$ cat config.mk
export PLATFORM = sky130hd
export DESIGN_NAME = logic_flag_unit
export DESIGN_NICKNAME = d
export VERILOG_FILES = /design/src/rtl/lfu_pkg.sv /design/src/rtl/lfu_logic.sv /design/src/rtl/lfu_incdec.sv /design/src/rtl/logic_flag_unit.sv
export SDC_FILE = /design/constraint.sdc
export NUM_CORES = 1
export LEC_CHECK = 0
export CAP_MARGIN = 5
export CELL_PAD_IN_SITES_DETAIL_PLACEMENT = 2
export CELL_PAD_IN_SITES_GLOBAL_PLACEMENT = 2
export CORE_ASPECT_RATIO = 1.5
export CORE_UTILIZATION = 28
export DETAILED_ROUTE_END_ITERATION = 7
export PLACE_DENSITY_LB_ADDON = 0.25
export SLEW_MARGIN = 15
export SYNTH_ARGS = -nofsm -noshare
export SYNTH_HDL_FRONTEND = slang
export SYNTH_SLANG_ARGS = --single-unit
$ cat constraint.sdc
create_clock -name clk_i -period 2.59 [get_ports clk_i]
set_clock_uncertainty 0.15 [all_clocks]
set_input_delay 0.777 -clock clk_i [delete_from_list [all_inputs] [get_ports clk_i]]
set_output_delay 0.777 -clock clk_i [all_outputs]
set_load 0.05 [all_outputs]
$ cat src/rtl/lfu_pkg.sv
package lfu_pkg;
  parameter int DATA_W = 8;
  localparam int NIB_W = DATA_W / 2;
  localparam int FB_S = 7;
  localparam int FB_Z = 6;
  localparam int FB_H = 4;
  localparam int FB_P = 2;
  localparam int FB_V = 1;
  localparam int FB_C = 0;
  localparam logic [7:0] FLAG_MASK = 8'b1101_0111;

  typedef enum logic [2:0] {
    OP_OR  = 3'd0,
    OP_XOR = 3'd1,
    OP_AND = 3'd2,
    OP_INC = 3'd3,
    OP_DEC = 3'd4,
    OP_LDF = 3'd5,
    OP_LDA = 3'd6,
    OP_NOP = 3'd7
  } op_e;

  // sign, zero and even parity of a result, other bits clear
  function automatic logic [7:0] szp(input logic [DATA_W-1:0] r);
    logic [7:0] f;
    f = '0;
    f[FB_S] = r[DATA_W-1];
    f[FB_Z] = (r == '0);
    f[FB_P] = ~^r;
    return f;
  endfunction
endpackage

$ cat src/rtl/lfu_logic.sv
module lfu_logic
  import lfu_pkg::*;
(
  input  op_e               op_i,
  input  logic              late_i,
  input  logic [DATA_W-1:0] a_i,
  input  logic [DATA_W-1:0] b_i,
  output logic [DATA_W-1:0] res_o,
  output logic [7:0]        flags_o
);
  logic [DATA_W-1:0] or_v;
  assign or_v = a_i | b_i;

  always_comb begin
    unique case (op_i)
      OP_XOR:  res_o = a_i ^ b_i;
      OP_AND:  res_o = a_i & b_i;
      default: res_o = or_v;
    endcase
    flags_o = szp(res_o);
    if (op_i == OP_AND) flags_o[FB_H] = late_i ? 1'b1 : or_v[3];
  end
endmodule

$ cat src/rtl/lfu_incdec.sv
module lfu_incdec
  import lfu_pkg::*;
(
  input  logic              dec_i,
  input  logic [DATA_W-1:0] a_i,
  input  logic              carry_i,
  output logic [DATA_W-1:0] res_o,
  output logic [7:0]        flags_o
);
  logic nib_full, nib_zero;
  assign nib_full = &a_i[NIB_W-1:0];
  assign nib_zero = ~|a_i[NIB_W-1:0];

  always_comb begin
    res_o = dec_i ? a_i - 1'b1 : a_i + 1'b1;
    flags_o = szp(res_o);
    flags_o[FB_C] = carry_i;
    flags_o[FB_H] = dec_i ? ~nib_zero : nib_full;
    flags_o[FB_V] = dec_i;
  end
endmodule

$ cat src/rtl/logic_flag_unit.sv
module logic_flag_unit
  import lfu_pkg::*;
(
  input  logic              clk_i,
  input  logic              rst_ni,
  input  logic              valid_i,
  input  logic [2:0]        op_i,
  input  logic              variant_i,
  input  logic [DATA_W-1:0] operand_i,
  output logic [DATA_W-1:0] acc_o,
  output logic [7:0]        flags_o
);
  op_e op;
  logic [DATA_W-1:0] acc_q, acc_d, lg_res, id_res;
  logic [7:0] flags_q, flags_d, lg_flags, id_flags;

  assign op = op_e'(op_i);

  lfu_logic u_logic (
    .op_i   (op),
    .late_i (variant_i),
    .a_i    (acc_q),
    .b_i    (operand_i),
    .res_o  (lg_res),
    .flags_o(lg_flags)
  );

  lfu_incdec u_incdec (
    .dec_i  (op == OP_DEC),
    .a_i    (acc_q),
    .carry_i(flags_q[FB_C]),
    .res_o  (id_res),
    .flags_o(id_flags)
  );

  always_comb begin
    acc_d   = acc_q;
    flags_d = flags_q;
    unique case (op)
      OP_OR, OP_XOR, OP_AND: begin acc_d = lg_res; flags_d = lg_flags; end
      OP_INC, OP_DEC:        begin acc_d = id_res; flags_d = id_flags; end
      OP_LDF:                flags_d = operand_i[7:0] & FLAG_MASK;
      OP_LDA:                acc_d = operand_i;
      default: ;
    endcase
  end

  always_ff @(posedge clk_i or negedge rst_ni) begin
    if (!rst_ni) begin
      acc_q   <= '0;
      flags_q <= '0;
    end else if (valid_i) begin
      acc_q   <= acc_d;
      flags_q <= flags_d;
    end
  end

  assign acc_o   = acc_q;
  assign flags_o = flags_q;

  p_hold_r2: assert property (@(posedge clk_i) disable iff (!rst_ni)
    (!valid_i || op_i == 3'd7) |=> ($stable(acc_o) && $stable(flags_o)));
  p_logic_clear_r3: assert property (@(posedge clk_i) disable iff (!rst_ni)
    (valid_i && op_i <= 3'd1) |=> (flags_o[FB_H] == 1'b0 && flags_o[FB_C] == 1'b0 && flags_o[FB_V] == 1'b0));
  p_and_late_h_r4: assert property (@(posedge clk_i) disable iff (!rst_ni)
    (valid_i && op_i == 3'd2 && variant_i) |=> flags_o[FB_H]);
  p_inc_carry_r6: assert property (@(posedge clk_i) disable iff (!rst_ni)
    (valid_i && op_i == 3'd3) |=> (flags_o[FB_C] == $past(flags_o[FB_C]) && !flags_o[FB_V]));
  p_dec_mark_r7: assert property (@(posedge clk_i) disable iff (!rst_ni)
    (valid_i && op_i == 3'd4) |=> (flags_o[FB_V] && flags_o[FB_C] == $past(flags_o[FB_C])));
  p_parity_r8: assert property (@(posedge clk_i) disable iff (!rst_ni)
    (valid_i && op_i <= 3'd4) |=> (flags_o[FB_P] == ~^acc_o && flags_o[FB_Z] == (acc_o == '0)));
  p_fixed_zero_r10: assert property (@(posedge clk_i) disable iff (!rst_ni)
    (flags_o[5] == 1'b0 && flags_o[3] == 1'b0));
endmodule

# Yosys cells after proc, flatten, opt, wreduce, memory -nomap -nowiden
# Cells that the tools add are included.
[totals]
ff_bits = 16
in_bits = 15
output_inout_bits = 16
wordCells = 37
[op_classes]
addsub = 2
n_eq_ne = 6
mux = 7
bitwise_logic = 4
reduce_logical = 15
[op_table]
columns = ["op", "n"]
rows = [
  ["$pmux W8 S3", 2],
  ["$logic_not A8 Y1", 2],
  ["$pmux W8 S2", 1],
  ["$reduce_xnor A8 Y1", 2],
  ["$eq A3 B3 Y1 const B", 3],
  ["$add A8 B1 Y8 const B", 1],
  ["$and A8 B8 Y8", 1],
  ["$mux W8", 1],
  ["$or A8 B8 Y8", 1],
  ["$sub A8 B1 Y8 const B", 1],
  ["$xor A8 B8 Y8", 1],
  ["$eq A3 B2 Y1 const B", 2],
  ["$reduce_bool A3 Y1", 2],
  ["$reduce_and A2 Y1", 2],
  ["$reduce_and A4 Y1", 1],
  ["$reduce_or A4 Y1", 1],
  ["$eq A3 B1 Y1 const B", 1],
  ["$logic_not A3 Y1", 1],
  ["$mux W1", 3],
  ["$reduce_and A3 Y1", 1],
  ["$reduce_or A3 Y1", 1],
  ["$reduce_bool A2 Y1", 1],
  ["$reduce_or A2 Y1", 1],
  ["$not A1 Y1", 1],
]

# Depth between registers and ports, before layout
# Gate-level depths: netlist (run 1).
[depth]
ltp_word = 4
depth_mapped = 14
ltp_nobuf = 12

# By module
# A second synthesis (run 1) with hierarchy kept.
[hier_totals]
cells_unflattened = 287
hier_area_um2 = 2413.6
[modules_own_cells]
columns = ["module", "instances", "cells_each", "area_per_inst_um2", "seq_area_each_um2"]
rows = [
  ["logic_flag_unit", 1, 116, 1139.8, 400.4],
  ["lfu_logic", 1, 111, 788.3, 0.0],
  ["lfu_incdec", 1, 60, 485.5, 0.0],
]

# Worst setup path after synthesis (run 1)
# No wires, ideal clock.
[synth_path]
path_kind = "input -> register"
from = "input op_i[0]"
to = "register flags_q[2] (netlist: flags_o[2])"
setup_ns = 0.121
t_arrival_ns = 3.272
t_required_ns = 2.319
path_slack_ns = -0.953
cell_stages = 14
n_path_buf = 3
path_cell_list = "buf_6 -> or3b_1 -> buf_2 -> clkbuf_1 -> xnor2_1 -> ha_1 -> and3_1 -> a21oi_1 -> xnor2_1 -> ha_1 -> xnor2_1 -> xnor2_1 -> o21ai_0 -> o22a_1"
[synth_between]
elab_chain_cells = 4
word_cells_on_any_way = 15
cone_classes = "eq/ne: 5; mux: 3; reduce/logical: 7"
[synth_lines]
columns = ["item", "line_no", "rtl"]
rows = [
  ["from (decl)", "logic_flag_unit.sv:7", "input logic [2:0] op_i,"],
  ["$eq A3 B2 Y1, or another cell as far along", "lfu_logic.sv:15, logic_flag_unit.sv:39", ""],
  ["$pmux W8 S2, or another cell as far along", "lfu_logic.sv:15", "unique case (op_i)"],
  ["$reduce_xnor A8 Y1 or $reduce_bool A3 Y1 (tied branches)", "n/a", ""],
  ["$pmux W8 S3 or $reduce_and A2 Y1 (tied branches)", "n/a", ""],
  ["to (signal assigned)", "logic_flag_unit.sv:54", "flags_q <= flags_d;"],
  ["to (decl)", "logic_flag_unit.sv:15", "logic [7:0] flags_q, flags_d, lg_flags, id_flags;"],
]
# Parallel ways exist; a longest one is shown, timed or not. The select of a mux whose other input is x is not followed.
# A chain may end at the register's enable or synchronous reset.

# Final worst setup path (run 1)
[layout_path]
from = "input op_i[1]"
to = "register flags_q[2] (netlist: flags_o[2])"
# The elaborated chain is that of the path after synthesis.

==> results.py, run 1 <==
metrics = {
    "clocking": {
        "cts_tree": "done",
        "clock_sinks": 14,
        "cts_root_buf": "clkbuf_8",
        "htree_num_levels": 1,
        "cts_buffers": 3,
        "clkLatencyLatePin_ns": 0.27,
        "cts_buffer_depth": 2,
        "clk_pin_slew_worst_paths_ns": 0.06,
    },
    "detailed_routing": {
        "remaining_drc_errors": 4,
        "routedWlPerCell_um": 21.0,
        "avgViaCountPerCell": 5.52,
        "detail_route.wirelength_mm": 8.91,
        "firstDrtPassIters": 7,
        "dr.first_iter.drc_count": 73,
        "drtAntennaViolNets": 0,
        "vias": 2342,
    },
    "grt": {
        "grt_pass1_vias": 2619,
        "grt_max_degree": 31,
        "overflow": 0,
        "grtUsageTotal_pct": 25.4,
        "grt_pass1_wl_mm": 14.2,
        "antenna_found_initial": 0,
    },
    "critical_path": {
        "critPathArrivalTime_ns": 3.07,
        "startpoint": "op_i[1]",
        "worstSetupEndpointType": "register",
        "worstReg2RegStart": "acc_o[4]",
        "required_ns": 2.59,
        "crit_type": "in2reg",
        "worstSetupStartpointType": "input port",
        "path_max_fanout": 4,
    },
    "sta": {
        "tightest_slew_ns": 0.522,
        "grt_setup_unrepaired": "true",
        "maxSlewViolCount": 0,
        "timing.final.hold_violations": 0,
        "max_clock_freq_ghz": 0.326,
        "min_period_ns": 3.07,
        "setup_tns_ns": -0.850,
        "finalSetupViolCount": 4,
        "finalWorstSetupSlack_ns": -0.476,
        "slew_headroom_pct": 65.1,
        "finalCritPeriodShare_pct": 118,
    },
    "floorplan": {
        "design.die.area_um2": 7390,
        "fp.dieW_um": 70.5,
        "chipHeight_um": 105,
        "start_util_pct": 28.8,
        "ios": 31,
        "rows": 37,
        "coreArea_um2": 6850,
    },
    "synthesis": {
        "yosysWarnings": 0,
        "synth_edf_count": 0,
        "synthArstFlopShare_pct": 100,
        "ys_seq_elements": 14,
        "synthFlopType": "dfrtp_1",
        "syn_avg_cell_area_um2": 7.53,
        "syn_inst": 262,
        "syn_area_um2": 1970,
        "yosysSeqAreaShare_pct": 17.8,
        "synth_cell_types": 57,
    },
    "finish": {
        "final_common_cell": "buf_4",
        "multiInputGateArea_um2": 1570,
        "drive_gt1_share_pct": 32.7,
        "regArea_um2": 350,
        "final_cell_mix": "79 x buf_4, 23 x ha_1, 22 x nand2_1",
        "fillerInstances": 798,
        "num_antenna_cells": 0,
        "synthToLayoutAreaGrowth_pct": 51.0,
        "layout.nets": 387,
        "utilization_pct": 43.5,
    },
    "hold_path": {
        "hold_path_class": "reg2reg",
        "min_from": "flags_o[7]",
    },
    "placed_design": {
        "port_buffers": 28,
        "globalplace.congestion": 0.885,
        "place_hpwl_mm": 6.85,
    },
    "power": {
        "p_leak_nw": 1.40,
        "ir_worst_vdd_mv": 0.197,
        "powerDensity_nw_per_um2": 593,
    },
    "outcome": {
        "status": "finished with violations",
        "violations": "DRC, setup timing",
    },
    "job": {
        "cap_viol_max_count": 0,
    },
}
## worst max-delay path: stages
cell and delay [ns]:
buf_6 0.09, or3b_4 0.44, or3_4 0.37, o31a_1 0.35, xnor2_2 0.20, ha_1 0.29, xnor2_2 0.14, xnor2_1 0.15
o21ai_1 0.08, o22a_1 0.16
## per-layer routing
layer  vias to the layer above  wire length (um)  track usage [%]
met5                         -                 0                0
met4                         0               184             8.57
met3                        11               119            0.771
met2                        43              5000             50.3
met1                      1173              3600             28.3
li1                       1115                 -                -
## sequential cells by signal, summed over array words and instances, names as in the netlist
name     flops
acc_o        8
flags_o      6
## final cells by class
cell class              count  share of cell area, %
flip-flops and latches     14                   11.8
inverters                  22                   2.77
clock buffers               4                   1.85
multi-input cells         204                   52.6
repair buffers            102                   27.7
well taps                  78                   3.27
## worst paths after layout
path	end	slack (ns)	cells past startpoint
min reg2reg	flags_o[7]	0.39	2
min in group asynchronous	acc_o[2]	0.69	2
max reg2reg	flags_o[2]	-0.10	9
max in group asynchronous	acc_o[7]	1.39	2
max	flags_o[2]	-0.48	10
min	flags_o[7]	0.39	2
## synth_stat cells, drive strengths merged (6+ instances only)
master	instances	area (um2)
a21oi	18	90.1
buf	6	42.5
nor2	10	37.5
nor2b	6	37.5
xnor2	13	114
o22ai	8	50.1
inv	22	82.6
and3	6	37.5
clkbuf	17	63.8
nand2	23	86.3
a31oi	7	43.8
ha	25	313
dfrtp	14	350
o21ai	26	134
## report_power, final
group / switching, mW / internal (mW)
clock network: 0.101 / 0.136
logic: 0.671 / 0.547
registers: 0.0490 / 0.263
## per-stage QoR
| step | power (mW) | area, um2 | hold slack (ns) | setup slack [ns] | instances |
|---|---|---|---|---|---|
| after floorplan | 0.991 | 2030 | 0.331 | -0.812 | 263 |
| after global placement | 1.40 | 2790 | 0.369 | -1.08 | 415 |
| after detailed placement | 1.43 | 2790 | 0.384 | -1.18 | 415 |
| after CTS | 1.73 | 2920 | 0.402 | -0.570 | 422 |
| after global routing | 1.87 | 2980 | 0.420 | -0.584 | 424 |
| final | 1.77 | 2980 | 0.391 | -0.476 | 424 |
## timing repair
action	in CTS	in global routing
setup endpoints to repair	12	6
pin swaps	17	27
gates cloned	0	0
setup buffers	3	5
hold buffers	0	0
gates resized for setup	26	17
## kinds of logic (layout without fill, tap and decap cells)
| kind of cell | after synthesis | in the layout | share of synthesized area, % |
|---|---|---|---|
| XOR/XNOR | 14 | 14 | 6.21 |
| multiplexers | 4 | 4 | 2.09 |
| adder cells (fa/ha/maj) | 25 | 25 | 15.9 |
| other | 1 | 2 | 0.190 |
| flip-flops | 14 | 14 | 17.8 |
| buffers and inverters | 45 | 128 | 9.57 |
| AND/OR/NAND/NOR | 64 | 64 | 16.7 |
| AO/OA/AOI/OAI | 95 | 95 | 31.6 |
Note: power is estimated with default switching activity, not from simulation.
==> run 2, diff against run 1 <==
ABC_AREA = 1   (was unset)
CORE_UTILIZATION = 26   (was 28)
==> run 2 against run 1 <==
The flow finishes with violations (setup timing). Via count down 2.0%. Worst hold slack better by 0.0067 ns. Synthesized area shrank 8.3%. Combinational power up 16%. Power up 9.7%.
==> results.py, run 2 <==
metrics = {
    "outcome": {
        "status": "finished with violations",
        "violations": "setup timing",
    },
    "clocking": {
        "clk_pin_slew_worst_paths_ns": 0.06,
        "clock_sinks": 14,
        "cts_buffers": 3,
        "htree_num_levels": 1,
        "cts_buffer_depth": 2,
        "cts_hold_buf": 0,
        "cts_root_buf": "clkbuf_8",
        "cts_tree": "done",
        "clkLatencyLatePin_ns": 0.25,
    },
    "critical_path": {
        "cp_cell_sequence": "buf_8 -> buf_4 -> inv_4 -> nand2_2 -> nor2_4 -> nand2_1 -> nand2_2 -> nand2_1 -> nor2_1 -> nand2_2 -> nand2_1 -> nand2_1 -> nand2_2 -> ha_4 -> xnor2_2 -> inv_2 -> or2_4 -> nand3_2 -> a21oi_2",
        "crit_path_max_incr_delay_ns": 0.23,
        "worstSetupStartpointType": "input port",
        "required_ns": 2.58,
        "worstSetupEndpointType": "register",
        "cp_slowest_cell": "or2_4",
        "crit_type": "in2reg",
        "critPathTopFamily": "simple AND/OR/NAND/NOR gates",
        "path_max_fanout": 4,
        "critPathArrivalTime_ns": 2.78,
        "path_buf_inv": 4,
        "reg2reg_slack_ns": 0.06,
    },
    "power": {
        "p_total_mw": 1.94,
        "p_leak_nw": 1.57,
        "powerDensity_nw_per_um2": 634,
        "ir_worst_vdd_mv": 0.287,
    },
    "synthesis": {
        "synth_cell_types": 37,
        "synthArstFlopShare_pct": 100,
        "synth.most_common_cell": "nand2_1",
        "yosysWarnings": 0,
        "synth_edf_count": 0,
        "syn_avg_cell_area_um2": 6.73,
        "syn_inst": 269,
        "synth_commonest_cells": "55 x nand2_1, 36 x nor2_1, 32 x inv_1",
        "synth_top_area_share_pct": 19.4,
        "yosysSeqAreaShare_pct": 19.4,
        "ys_seq_elements": 14,
        "synthTopCellsByArea": "dfrtp_1 19%, ha_1 17%, nand2_1 11%",
        "synthFlopType": "dfrtp_1",
        "synth_top_cell_by_area": "dfrtp_1",
        "syn_area_um2": 1810,
    },
    "grt": {
        "grtUsageTotal_pct": 25.3,
        "grt_pass1_wl_mm": 14.1,
        "grt_max_degree": 15,
        "antenna_found_initial": 0,
        "overflow": 0,
        "grt_pass1_vias": 2616,
    },
    "detailed_routing": {
        "remaining_drc_errors": 0,
        "avgViaCountPerCell": 5.10,
        "detail_route.wirelength_mm": 9.35,
        "routedWlPerCell_um": 20.8,
        "vias": 2295,
        "dr.first_iter.drc_count": 51,
        "firstDrtPassIters": 4,
        "drtAntennaViolNets": 0,
    },
    "job": {
        "cap_viol_max_count": 0,
    },
    "sta": {
        "max_clock_freq_ghz": 0.359,
        "slew_headroom_pct": 66.0,
        "timing.final.hold_violations": 0,
        "setup_tns_ns": -0.300,
        "finalWorstSetupSlack_ns": -0.193,
        "whs_ns": 0.398,
        "maxSlewViolCount": 0,
        "grt_setup_unrepaired": "true",
        "min_period_ns": 2.78,
        "finalSetupViolCount": 2,
        "finalCritPeriodShare_pct": 107,
        "tightest_slew_ns": 0.508,
    },
    "finish": {
        "drive_gt1_share_pct": 42.2,
        "final_common_cell": "buf_4",
        "synthToLayoutAreaGrowth_pct": 68.9,
        "num_antenna_cells": 0,
        "largest_reg_flops": 8,
        "final_cell_mix": "79 x buf_4, 44 x nand2_1, 31 x nor2_1",
        "layout.nets": 416,
    },
    "floorplan": {
        "ios": 31,
        "fp.dieW_um": 70.1,
        "coreArea_um2": 6620,
        "chipHeight_um": 104,
        "start_util_pct": 27.3,
        "design.die.area_um2": 7300,
        "rows": 36,
    },
    "placed_design": {
        "port_buffers": 28,
        "globalplace.congestion": 0.813,
        "place_hpwl_mm": 6.44,
    },
    "hold_path": {
        "hold_path_class": "reg2reg",
    },
}
[run 2: per-stage QoR]
stage,instances,setup slack (ns),area (um2),util (%)
after global placement,432,-0.932,2650,40.1
after detailed placement,432,-1.06,2650,40.1
final,450,-0.193,3060,46.2
after floorplan,270,-0.317,1860,-
after global routing,450,-0.352,3060,46.2
after CTS,447,-0.224,2900,43.8
[run 2: metal layers]
| metal | vias to the layer above | GRT usage [%] | routed length (um) |
|---|---|---|---|
| met5 | - | 0 | 0 |
| met4 | 0 | 9.43 | 333 |
| met3 | 21 | 2.03 | 147 |
| met2 | 40 | 49.9 | 5390 |
| met1 | 1145 | 26.8 | 3480 |
| li1 | 1089 | - | - |
[run 2: cell families after synthesis]
logic type	count (synthesis)	share of synthesized area, %
buffers and inverters	46	10.7
other	1	0.207
DFF	14	19.4
and+or+nand+nor	132	33.4
adders and majority gates	25	17.3
AOI/OAI and AO/OA	44	15.6
xor gates and xnor gates	7	3.39
[run 2: final timing paths]
| check | cells past startpoint | start | end |
|---|---|---|---|
| worst min register to register | 2 | flags_o[0] | flags_o[0] |
| max in group asynchronous | 2 | rst_ni | acc_o[2] |
| min in group asynchronous | 2 | rst_ni | flags_o[1] |
| worst max register to register | 9 | acc_o[4] | flags_o[2] |
| worst max-delay path | 19 | op_i[0] | flags_o[2] |
| worst min-delay path | 2 | flags_o[0] | flags_o[0] |
[run 2: final cells by class]
class / instances / area (um2)
Sequential cell: 14 / 350
Clock buffer: 3 / 41.3
Fill cell: 762 / 3560
Timing Repair Buffer: 108 / 895
Multi-Input combinational cell: 210 / 1520
Tap cell: 76 / 95.1
Inverter: 39 / 155
[run 2: tightest hold or removal path: cells and delay by family, from the launching register on]
| kind | cells | cell delay, ns |
|---|---|---|
| AO/OA/AOI/OAI | 1 | 0.08 |
| flip-flops | 1 | 0.37 |
| AND/OR/NAND/NOR | 1 | 0.06 |
[run 2: report_power, final]
part / leakage, nW / internal [mW] / switching, mW
clock network: 0.0216 / 0.103 / 0.0897
registers: 0.160 / 0.262 / 0.0657
logic: 1.39 / 0.634 / 0.783
[run 2: timing repair]
action / 4_1_cts / 5_1_grt
gates cloned: 0 / 0
resized for setup: 46 / 28
pin swaps: 20 / 23
endpoints found under the setup margin: 11 / 3
hold endpoints to repair: 0 / 0
setup buffers: 14 / 3
==> run 3, diff against run 2 <==
CORE_UTILIZATION = 27   (was 26)
CTS_BUF_LIST = sky130_fd_sc_hd__clkbuf_4 sky130_fd_sc_hd__clkbuf_8   (was unset)
==> run 3 against run 2 <==
The flow still finishes with violations (setup timing). Fmax shrank 3.2%. Wire length grew 10%. Cell count shrank 0.44%. Clock power grew 26%. Critical endpoint unchanged. Largest cell class unchanged. Largest power group unchanged. Highest routed layer unchanged.
==> results.py, run 3 (synthesis results as in run 2) <==
metrics = {
    "finish": {
        "final_common_cell": "buf_4",
        "synthToLayoutAreaGrowth_pct": 71.0,
        "final_cell_mix": "78 x buf_4, 38 x nand2_1, 30 x nor2_1",
        "largest_reg_flops": 8,
        "layout.nets": 413,
        "drive_gt1_share_pct": 43.8,
        "num_antenna_cells": 0,
        "fin_area_um2": 3090,
        "fillerInstances": 749,
        "utilization_pct": 47.7,
        "stdcell_count": 448,
    },
    "floorplan": {
        "chipHeight_um": 102,
        "start_util_pct": 27.9,
        "rows": 36,
        "coreArea_um2": 6490,
        "fp.dieW_um": 68.8,
        "design.die.area_um2": 7040,
        "ios": 31,
    },
    "clocking": {
        "htree_num_levels": 1,
        "cts_buffers": 3,
        "cts_tree": "done",
        "cts_hold_buf": 0,
        "clock_sinks": 14,
        "clkLatencyLatePin_ns": 0.27,
        "clk_pin_slew_worst_paths_ns": 0.07,
        "cts_root_buf": "clkbuf_8",
        "cts_buffer_depth": 2,
    },
    "placed_design": {
        "dpl_cell_area_um2": 2680,
        "place_inst": 434,
        "place_hpwl_mm": 6.69,
        "port_buffers": 28,
        "globalplace.congestion": 0.840,
    },
    "sta": {
        "finalSetupViolCount": 1,
        "min_period_ns": 2.88,
        "finalCritPeriodShare_pct": 111,
        "maxSlewViolCount": 0,
        "slew_headroom_pct": 66.2,
        "grt_setup_unrepaired": "true",
        "finalWorstSetupSlack_ns": -0.285,
        "timing.final.hold_violations": 0,
        "max_clock_freq_ghz": 0.348,
        "tightest_slew_ns": 0.505,
    },
    "hold_path": {
        "min_to": "flags_o[0]",
        "min_from": "flags_o[0]",
        "hold_path_class": "reg2reg",
        "hold_depth": 2,
    },
    "job": {
        "cap_viol_max_count": 0,
    },
    "grt": {
        "overflow": 0,
        "antenna_found_initial": 0,
        "grtUsageTotal_pct": 28.4,
        "grt_pass1_wl_mm": 13.9,
        "grt_max_degree": 15,
        "grt_pass1_vias": 2676,
    },
    "critical_path": {
        "critPathArrivalTime_ns": 2.88,
        "path_max_fanout": 8,
        "path_common_cell": "a21oi_2",
        "cp_slowest_cell": "a21oi_2",
        "worstSetupStartpointType": "input port",
        "path_depth": 13,
        "worstSetupEndpointType": "register",
        "reg2reg_slack_ns": -0.14,
        "path_buf_inv": 4,
        "critPathTopFamily": "simple AND/OR/NAND/NOR gates",
        "reg2regPathDepth": 10,
        "crit_type": "in2reg",
        "reg2reg_to": "flags_o[2]",
        "required_ns": 2.59,
        "worstReg2RegStart": "acc_o[1]",
        "cp_cell_sequence": "buf_2 -> buf_4 -> nor3_4 -> inv_2 -> nand2_4 -> or2_1 -> nand3_2 -> inv_1 -> ha_4 -> xnor2_4 -> xnor2_2 -> a21oi_2 -> a21oi_2",
        "crit_path_max_incr_delay_ns": 0.28,
    },
    "power": {
        "p_leak_nw": 1.58,
        "ir_worst_vdd_mv": 0.376,
        "powerDensity_nw_per_um2": 679,
        "p_total_mw": 2.10,
    },
    "detailed_routing": {
        "firstDrtPassIters": 5,
        "vias": 2388,
        "avgViaCountPerCell": 5.33,
        "detail_route.wirelength_mm": 10.3,
        "drtAntennaViolNets": 0,
        "remaining_drc_errors": 0,
        "routedWlPerCell_um": 23.0,
        "dr.first_iter.drc_count": 61,
    },
    "outcome": {
        "violations": "setup timing",
        "status": "finished with violations",
    },
}
## run 3: cell types whose count changed in the layout (fill, tap and decap cells not counted), moves of 2 or more
cell | previous run | this run
xnor2_1 | 2 | 0
xnor2_4 | 0 | 2
nand3_4 | 2 | 0
nand2_1 | 44 | 38
nand3_2 | 6 | 8
dlymetal6s2s_1 | 3 | 1
ha_2 | 3 | 0
dlygate4sd2_1 | 2 | 4
nand2_2 | 12 | 18
ha_1 | 16 | 18
nor2_4 | 4 | 6
buf_6 | 5 | 3
## run 3: how the worst max path moves through the flow
stage | from | end
6_report | op_i[2] | flags_o[2]
5_1_grt | op_i[0] | flags_o[2]
4_1_cts | operand_i[3] | flags_o[2]
3_5_place_dp | op_i[2] | flags_o[2]
3_3_place_gp | op_i[2] | flags_o[2]
2_1_floorplan | op_i[1] | flags_o[2]
## run 3: worst min-delay path: cells and delay by family (launching register included)
family | cells | cell delay [ns]
flops | 1 | 0.35
compound gates | 1 | 0.06
simple gates | 1 | 0.06
## run 3: final cells by class
| cell class | count | area, um2 | share of cell area, % |
|---|---|---|---|
| inverters | 39 | 154 | 4.98 |
| well taps | 76 | 95.1 | 3.07 |
| multi-input cells | 210 | 1570 | 50.8 |
| clock buffers | 4 | 55.1 | 1.78 |
| repair buffers | 105 | 867 | 28.0 |
| flip-flops and latches | 14 | 350 | 11.3 |
## run 3: layer usage
| metal | vias up | GRT usage, % | wire [um] |
|---|---|---|---|
| li1 | 1080 | - | - |
| met1 | 1204 | 29.1 | 3830 |
| met2 | 64 | 52.4 | 5670 |
| met3 | 40 | 4.24 | 211 |
| met4 | 0 | 16.3 | 579 |
| met5 | - | 0 | 0 |
## run 3: where the power goes
group          internal (mW)  switching [mW]  total (mW)
logic                  0.664           0.863        1.53
registers              0.262          0.0689       0.331
clock network          0.136           0.108       0.243
## run 3: what timing repair did
action                     CTS  global route
setup buffers                5             5
resized for setup           52            28
setup endpoints to repair   10             2
pin swaps                   21            23
## run 3: metrics by stage
step                      hold WS [ns]  setup WS, ns  setup TNS (ns)
after floorplan                  0.303        -0.317          -0.317
after global placement           0.319        -0.948           -4.13
after detailed placement         0.336        -0.996           -4.96
after CTS                        0.353        -0.184          -0.184
after global routing             0.426        -0.399          -0.459
final                            0.351        -0.285          -0.285
